==> src/rtl/rank_pwr_pkg.sv <==
package rank_pwr_pkg;
  typedef enum logic [2:0] {
    PS_IDLE    = 3'd0,
    PS_REF     = 3'd1,
    PS_SREF    = 3'd2,
    PS_PRE_PDN = 3'd3,
    PS_ACT     = 3'd4,
    PS_ACT_PDN = 3'd5
  } pwr_state_e;
endpackage

==> src/rtl/rank_pwr_legal.sv <==
module rank_pwr_legal
  import rank_pwr_pkg::*;
(
  input  pwr_state_e state_i,
  input  logic       exit_busy_i,
  input  logic       ref_start_i,
  input  logic       ref_done_i,
  input  logic       wake_i,
  output logic       illegal_o
);
  always_comb begin
    if (exit_busy_i) begin
      illegal_o = ref_start_i | ref_done_i | wake_i;
    end else begin
      unique case (state_i)
        PS_IDLE:    illegal_o = ref_done_i | wake_i;
        PS_ACT:     illegal_o = ref_start_i | ref_done_i | wake_i;
        PS_PRE_PDN: illegal_o = ref_done_i;
        PS_ACT_PDN: illegal_o = ref_start_i | ref_done_i;
        PS_REF:     illegal_o = ref_start_i | wake_i;
        PS_SREF:    illegal_o = ref_start_i | ref_done_i;
        default:    illegal_o = 1'b1;
      endcase
    end
  end
endmodule

==> src/rtl/rank_pwr_next.sv <==
module rank_pwr_next
  import rank_pwr_pkg::*;
(
  input  pwr_state_e state_i,
  input  pwr_state_e prior_i,
  input  logic       hold_i,
  input  logic       any_bank_open_i,
  input  logic       ref_start_i,
  input  logic       ref_done_i,
  input  logic       wake_i,
  input  logic       pdn_ok_i,
  input  logic       pdn_en_i,
  input  logic       queue_empty_i,
  output pwr_state_e state_o,
  output logic       save_prior_o,
  output logic       pdn_enter_o,
  output logic       pdn_exit_o,
  output logic       sref_enter_o,
  output logic       sref_exit_o,
  output logic       exit_load_o,
  output logic       exit_long_o
);
  always_comb begin
    state_o      = state_i;
    save_prior_o = 1'b0;
    pdn_enter_o  = 1'b0;
    pdn_exit_o   = 1'b0;
    sref_enter_o = 1'b0;
    sref_exit_o  = 1'b0;
    exit_load_o  = 1'b0;
    exit_long_o  = 1'b0;
    if (!hold_i) begin
      unique case (state_i)
        PS_IDLE: begin
          if (ref_start_i) begin
            state_o      = PS_REF;
            save_prior_o = 1'b1;
          end else if (any_bank_open_i) begin
            state_o = PS_ACT;
          end else if (pdn_ok_i) begin
            state_o     = PS_PRE_PDN;
            pdn_enter_o = 1'b1;
          end
        end
        PS_ACT: begin
          if (!any_bank_open_i) begin
            state_o = PS_IDLE;
          end else if (pdn_ok_i) begin
            state_o     = PS_ACT_PDN;
            pdn_enter_o = 1'b1;
          end
        end
        PS_PRE_PDN: begin
          if (ref_start_i) begin
            state_o      = PS_REF;
            save_prior_o = 1'b1;
          end else if (wake_i) begin
            state_o     = PS_IDLE;
            pdn_exit_o  = 1'b1;
            exit_load_o = 1'b1;
          end
        end
        PS_ACT_PDN: begin
          if (wake_i) begin
            state_o     = PS_ACT;
            pdn_exit_o  = 1'b1;
            exit_load_o = 1'b1;
          end
        end
        PS_REF: begin
          if (ref_done_i) begin
            if (prior_i == PS_PRE_PDN) begin
              if (pdn_en_i && queue_empty_i) begin
                state_o      = PS_SREF;
                sref_enter_o = 1'b1;
              end else begin
                state_o = PS_PRE_PDN;
              end
            end else begin
              state_o = PS_IDLE;
            end
          end
        end
        PS_SREF: begin
          if (wake_i) begin
            state_o     = PS_IDLE;
            sref_exit_o = 1'b1;
            exit_load_o = 1'b1;
            exit_long_o = 1'b1;
          end
        end
        default: state_o = PS_IDLE;
      endcase
    end
  end
endmodule

==> src/rtl/rank_pwr_exit_timer.sv <==
module rank_pwr_exit_timer #(
  parameter int unsigned T_XP = 5,
  parameter int unsigned T_XS = 24
) (
  input  logic clk_i,
  input  logic rst_ni,
  input  logic load_i,
  input  logic long_i,
  output logic busy_o
);
  localparam int unsigned MaxT = (T_XS > T_XP) ? T_XS : T_XP;
  localparam int unsigned CntW = $clog2(MaxT + 1);

  logic [CntW-1:0] cnt_q;

  always_ff @(posedge clk_i or negedge rst_ni) begin
    if (!rst_ni)          cnt_q <= '0;
    else if (load_i)      cnt_q <= long_i ? CntW'(T_XS) : CntW'(T_XP);
    else if (cnt_q != '0) cnt_q <= cnt_q - 1'b1;
  end

  assign busy_o = (cnt_q != '0);
endmodule

==> src/rtl/rank_pwr_ctrl.sv <==
module rank_pwr_ctrl
  import rank_pwr_pkg::*;
#(
  parameter int unsigned T_XP = 5,
  parameter int unsigned T_XS = 24
) (
  input  logic       clk_i,
  input  logic       rst_ni,
  input  logic       any_bank_open_i,
  input  logic       ref_start_i,
  input  logic       ref_done_i,
  input  logic       ref_seq_idle_i,
  input  logic       rd_resp_done_i,
  input  logic       queue_empty_i,
  input  logic       pdn_en_i,
  input  logic       wake_i,
  output logic [2:0] state_o,
  output logic       pdn_enter_o,
  output logic       pdn_exit_o,
  output logic       sref_enter_o,
  output logic       sref_exit_o,
  output logic       ready_o,
  output logic       illegal_o
);
  pwr_state_e state_q, state_d, prior_q;
  logic       exit_busy, illegal_d, save_prior, exit_load, exit_long, pdn_ok;
  logic [3:0] strb_d, strb_q;

  assign pdn_ok = rd_resp_done_i & pdn_en_i & queue_empty_i & ref_seq_idle_i;

  rank_pwr_legal u_legal (
    .state_i     (state_q),
    .exit_busy_i (exit_busy),
    .ref_start_i (ref_start_i),
    .ref_done_i  (ref_done_i),
    .wake_i      (wake_i),
    .illegal_o   (illegal_d)
  );

  rank_pwr_next u_next (
    .state_i         (state_q),
    .prior_i         (prior_q),
    .hold_i          (exit_busy | illegal_d),
    .any_bank_open_i (any_bank_open_i),
    .ref_start_i     (ref_start_i),
    .ref_done_i      (ref_done_i),
    .wake_i          (wake_i),
    .pdn_ok_i        (pdn_ok),
    .pdn_en_i        (pdn_en_i),
    .queue_empty_i   (queue_empty_i),
    .state_o         (state_d),
    .save_prior_o    (save_prior),
    .pdn_enter_o     (strb_d[0]),
    .pdn_exit_o      (strb_d[1]),
    .sref_enter_o    (strb_d[2]),
    .sref_exit_o     (strb_d[3]),
    .exit_load_o     (exit_load),
    .exit_long_o     (exit_long)
  );

  rank_pwr_exit_timer #(.T_XP(T_XP), .T_XS(T_XS)) u_timer (
    .clk_i  (clk_i),
    .rst_ni (rst_ni),
    .load_i (exit_load),
    .long_i (exit_long),
    .busy_o (exit_busy)
  );

  always_ff @(posedge clk_i or negedge rst_ni) begin
    if (!rst_ni) begin
      state_q   <= PS_IDLE;
      prior_q   <= PS_IDLE;
      strb_q    <= '0;
      illegal_o <= 1'b0;
    end else begin
      state_q   <= state_d;
      strb_q    <= strb_d;
      illegal_o <= illegal_d;
      if (save_prior) prior_q <= state_q;
    end
  end

  assign state_o      = state_q;
  assign pdn_enter_o  = strb_q[0];
  assign pdn_exit_o   = strb_q[1];
  assign sref_enter_o = strb_q[2];
  assign sref_exit_o  = strb_q[3];
  assign ready_o      = !exit_busy && (state_q == PS_IDLE || state_q == PS_ACT);
endmodule

==> config.mk <==
export PLATFORM = sky130hd
export DESIGN_NAME = rank_pwr_ctrl
export DESIGN_NICKNAME = d
export VERILOG_FILES = /design/src/rtl/rank_pwr_pkg.sv /design/src/rtl/rank_pwr_legal.sv /design/src/rtl/rank_pwr_next.sv /design/src/rtl/rank_pwr_exit_timer.sv /design/src/rtl/rank_pwr_ctrl.sv
export SDC_FILE = /design/constraint.sdc
export NUM_CORES = 1
export LEC_CHECK = 0
export BUFFER_PORTS_ARGS = -buffer_cell sky130_fd_sc_hd__buf_2
export CORE_MARGIN = 8
export CORE_UTILIZATION = 57
export DETAILED_ROUTE_END_ITERATION = 12
export GPL_TIMING_DRIVEN = 0
export PLACE_DENSITY = 0.84
export RECOVER_POWER = 25
export SYNTH_ARGS = -nofsm -noshare
export SYNTH_HDL_FRONTEND = slang
export SYNTH_HIERARCHICAL = 1
export SYNTH_SLANG_ARGS = --single-unit
==> constraint.sdc <==
create_clock -name clk_i -period 4.2 [get_ports clk_i]
set_input_delay 0.63 -clock clk_i [delete_from_list [all_inputs] [get_ports clk_i]]
set_output_delay 0.63 -clock clk_i [all_outputs]
set_load 0.05 [all_outputs]
Yosys cells after proc, flatten, opt, wreduce, memory -nomap -nowiden
Cells that the tools add are included.

word-level totals
  bits in registers = 16
  input bits = 10
  output and inout port bits = 9

cells by class
  add/sub/neg operators = 1
  reduce and logical (&&, ||, !) cells = 10
  equality and inequality tests = 10
  muxes and demuxes = 39
  bitwise gates (word level) = 9

operators by type and width
  cell                                                                count
  3-bit two-way mux                                                   9
  1-bit two-way mux                                                   21
  3-bit case mux with 6 select lines                                  1
  5-bit two-way mux                                                   3
  3-bit by 2-bit == test with 1-bit output, second input constant     3
  3-bit == test, second input constant                                2
  1-bit case mux with 2 select lines                                  3
  1-bit bitwise OR                                                    5
  1-bit case mux with 5 select lines                                  1
  5-bit AND reduction                                                 1
  5-bit nonzero test                                                  1
  5-bit by 1-bit subtractor with 5-bit output, second input constant  1
  2-bit != test, second input constant                                2
  4-bit != test, second input constant                                1
  2-bit OR reduction                                                  2
  1-bit bitwise AND                                                   3
  3-bit by 1-bit == test with 1-bit output, second input constant     1
  3-bit logical NOT                                                   1
  3-bit != test, second input constant                                1
  1-bit logical AND                                                   2
  2-bit two-way mux                                                   1
  2-bit nonzero test                                                  1
  1-bit logical NOT                                                   1
  1-bit logical OR                                                    1
  1-bit NOT                                                           1

Depth between registers and ports, before layout
  depth in word-level cells = 8
  mapped depth = 13
  mapped depth without buffers = 11

Hierarchy
The synthesis kept the hierarchy.

modules (own cells, without submodules)
  module               cells each  seq. area each (um^2)  area an instance (um^2)  instances
  rank_pwr_ctrl        17          275.3                  329.1                    1
  rank_pwr_next        42          0.0                    300.3                    1
  rank_pwr_exit_timer  25          125.1                  257.7                    1
  rank_pwr_legal       9           0.0                    58.8                     1

Least setup slack after synthesis
OpenSTA, ideal clock, no wires.

  path type = register -> output
  start = register u_timer.cnt_q[0]
  end = output port ready_o
  stages on the path, launching flop included = 6
  data required time = 3.570 ns
  path slack = 1.271 ns
  data arrival time = 2.299 ns
  cell sequence = dfrtp_1 inv_1 ha_1 or4b_1 buf_2 nor3_1

between the ends
  word-level cells in the longest chain between the ends = 3

ends and longest elaborated chain
  what                    RTL line                   RTL
  from (decl)             rank_pwr_exit_timer.sv:14  logic [CntW-1:0] cnt_q;
  from (signal assigned)  rank_pwr_exit_timer.sv:18  else if (load_i) cnt_q <= long_i ? CntW'(T_XS) : CntW'(T_XP);
  from (signal assigned)  rank_pwr_exit_timer.sv:19  else if (cnt_q != '0) cnt_q <= cnt_q - 1'b1;
  5-bit nonzero test      rank_pwr_exit_timer.sv:22  assign busy_o = (cnt_q != '0);
  via exit_busy           rank_pwr_ctrl.sv:26        logic exit_busy, illegal_d, save_prior, exit_load, exit_long, pdn_ok;
  1-bit logical NOT       rank_pwr_ctrl.sv:88        assign ready_o = !exit_busy && (state_q == PS_IDLE || state_q == PS_ACT);
  1-bit logical AND       rank_pwr_ctrl.sv:88
  to (decl)               rank_pwr_ctrl.sv:22        output logic ready_o,

The timed path passes the listed nets, and every way through them passes these cells.

Worst setup path in the final report
  start = register u_timer.cnt_q[0]
  end = register u_timer.cnt_q[2]

between the ends
  word-level cells in the longest chain between the ends = 6

ends and longest elaborated chain
  what                             RTL line                   RTL
  5-bit nonzero test               rank_pwr_exit_timer.sv:22
  via exit_busy                    rank_pwr_ctrl.sv:26
  1-bit two-way mux                rank_pwr_legal.sv:12       if (exit_busy_i) begin
  via illegal_d                    rank_pwr_ctrl.sv:26
  1-bit bitwise OR                 rank_pwr_ctrl.sv:43        .hold_i (exit_busy | illegal_d),
  1-bit two-way mux                rank_pwr_next.sv:32        if (!hold_i) begin
  via exit_long                    rank_pwr_ctrl.sv:26
  5-bit two-way mux (2 in series)  rank_pwr_exit_timer.sv:18

The timed path passes the listed nets, and every way through them passes these cells. The select of a mux whose other input is x is not followed.
A chain may end at the register's enable or synchronous reset.

==> results.yml <==
route:
  wl_per_cell_um: 15.3
  routed_wl_um: 2010
  antenna_left: 0
  vias: 807
  vias_per_cell: 6.16
  route.detailed.drc: 0
  drt_iter0_markers: 36
  drtPass1Iterations: 4
power_and_ir_drop:
  irDropWorstVdd_uv: 349
  swShare_pct: 37.8
  power_frac_seq_pct: 41.1
  power_frac_comb_pct: 38.2
  p_switching_mw: 0.194
  intPower_mw: 0.320
  power_mw: 0.514
  power_density_nw_per_um2: 471
  p_clk_share_pct: 20.7
  total_leakage_power_nw: 0.521
setup_path:
  rr_worst_depth: 12
  start_kind: "flip-flop"
  endpoint_kind: "flip-flop"
  cp.arrival_ps: 3340
  reg2reg_from: "u_timer/cnt_q[0]"
  critPathMaxFanout: 10
  critPathLaunch: "u_timer/cnt_q[0]"
  crit_required_ps: 4380
  setup.worst_path.class: "flip-flop to flip-flop"
cts:
  h-tree-depth: 1
  clock_latency_ps: 290
  ctsRootBufferMaster: "clkbuf_4"
  clk_pin_slew_ps: 100
  cts_hold_buf: 0
  clockBufferDepth: 2
  cts_tree: "done"
  cts_resized: 0
  cts_made_buffers: 3
  cts_setup_buffers: 0
  clock_sinks: 16
logic_synthesis:
  synth_cell_types: 46
  yosys_warnings: 6
  synth-edff-count: 0
  synthCells: 93
  syn_area_um2: 946
  avgSynthCellArea_um2: 10.2
  synth_nets: 104
  async_reset_ff_share_pct: 100
  ys_seq_area_share_pct: 42.3
  ys_ff_latch: 16
  synth_top_flop_cell: "dfrtp_1"
place:
  gp_congestion: 0.872
  place_ws_ps: 1080
  place_hpwl_um: 1480
  post_dp_cell_area_um2: 1060
  portBuffers: 18
timing:
  setup_viol: 0
  finalCritPeriodShare_pct: 75.1
  final_max_slew_viol_count: 0
  finalHoldViolCount: 0
  setup_ws_ps: 1040
  fmax_mhz: 317
  setup_tns_ps: 0
  relSlewSlack_pct: 44.0
  rsz0062_at_grt: "false"
  post-route-min-period_ps: 3160
  tightest_slew_ps: 840
  skew_ps: 0.875
global_routing:
  grt_pass1_vias: 750
  track_usage_pct: 12.7
  grt-ovfl-total: 0
  grt_max_degree: 17
  grt_first_pass_wirelength_um: 3350
  antenna_found_initial: 0
status:
  outcome: "complete, no violations"
floorplan:
  die-area_um2: 3220
  core-area_um2: 1520
  initial_utilization_pct: 62.1
  io_pins: 19
  dieWidth_um: 56.7
  row_count: 14
  die_h_um: 56.7
cells_and_area:
  layout_common_cells: "19 x buf_2, 16 x dfrtp_1, 5 x nand2_1, 5 x inv_1"
  num-nets-final: 127
  final_area_um2: 1090
  n_antenna_cell: 0
  layout_commonest_cell: "buf_2"
  syn_to_final_growth_pct: 15.3
  drive_above_1_share_pct: 32.2
min_path:
  hold_class: "primary input to asynchronous set/reset pin"
job:
  maxCapViolCount: 0
==> final timing paths <==
check | end | slack (ps)
min in group clk_i | prior_q[1] | 510
worst min register to register | prior_q[1] | 510
worst min-delay path | strb_q[0] | 400
worst max register to register | u_timer/cnt_q[2] | 1040
max in group asynchronous | prior_q[0] | 3280
worst max-delay path | u_timer/cnt_q[2] | 1040
==> worst max-delay path, stage by stage (launching register included) <==
cell	delay, ps
dfrtp_1	420
inv_1	60
ha_1	190
or4b_1	430
buf_2	190
o32ai_1	140
o2111ai_1	190
or2_2	310
buf_6	140
nor4_1	430
or2_1	300
nand2b_1	160
o21ai_0	90
==> logic make-up (layout without fill, tap and decap cells) <==
group           after synthesis  in the layout  share of synthesized area, %
compound gates               26             26                          20.4
xor+xnor                      5              5                          4.63
fa+ha+maj                     1              1                          1.32
buf+inv                      11             33                          7.01
flops                        16             16                          42.3
mux                           3              3                          3.57
simple gates                 31             31                          20.8
==> per-stage QoR <==
stage                     util, %  hold slack (ps)  instances
after global placement       69.3              483        127
after CTS                    71.7              232        131
after global routing         71.6              493        131
after detailed placement     69.3              495        127
final                        71.6              401        131
after floorplan                 -              334         93
==> cells in the mapped netlist, drive strengths merged (2+ instances only) <==
cell type / count / area [um2]
nor2: 3 / 11.3
dfrtp: 16 / 400
o2111ai: 2 / 17.5
a211o: 2 / 18.8
or4b: 2 / 20.0
nor4: 2 / 12.5
nor3: 3 / 15.0
xnor2: 4 / 35.0
o21ai: 6 / 30.0
or2: 3 / 18.8
a21oi: 4 / 20.0
mux2: 3 / 33.8
nor2b: 2 / 20.0
nand2: 5 / 18.8
buf: 6 / 47.5
inv: 5 / 18.8
a22o: 2 / 18.8
nand2b: 4 / 27.5
a211oi: 2 / 20.0
==> flip-flops by register name, indices dropped and copies added (netlist names) <==
signal and count:
illegal_o 1, prior_q 3, state_o 3, strb_q 4, u_timer/cnt_q 5
==> power by group through the flow <==
stage / logic (mW) / registers, mW / clock network, mW
floorplan: 0.136 / 0.229 / 0
global placement: 0.190 / 0.213 / 0
CTS: 0.198 / 0.211 / 0.107
global route: 0.218 / 0.217 / 0.111
detailed placement: 0.196 / 0.215 / 0
finish: 0.196 / 0.211 / 0.106
==> metal layers <==
layer | part of all wire (%) | vias to the layer above | GRT usage [%] | wire, um
li1 | - | 386 | - | -
met1 | 45 | 388 | 15.9 | 905
met2 | 46 | 29 | 18.8 | 915
met3 | 7.7 | 4 | 4.27 | 155
met4 | 1.4 | 0 | 6.04 | 28
met5 | 0 | - | 0 | 0
==> layout make-up <==
type	instances	area, um2
buffer	6	47.5
clock buffer	4	36.3
fill	118	433
inverter	5	18.8
multi-input combinational	66	479
sequential	16	400
tap	16	20.0
timing repair buffer	18	88.8
No activity file was read; power rests on OpenSTA's default activity.
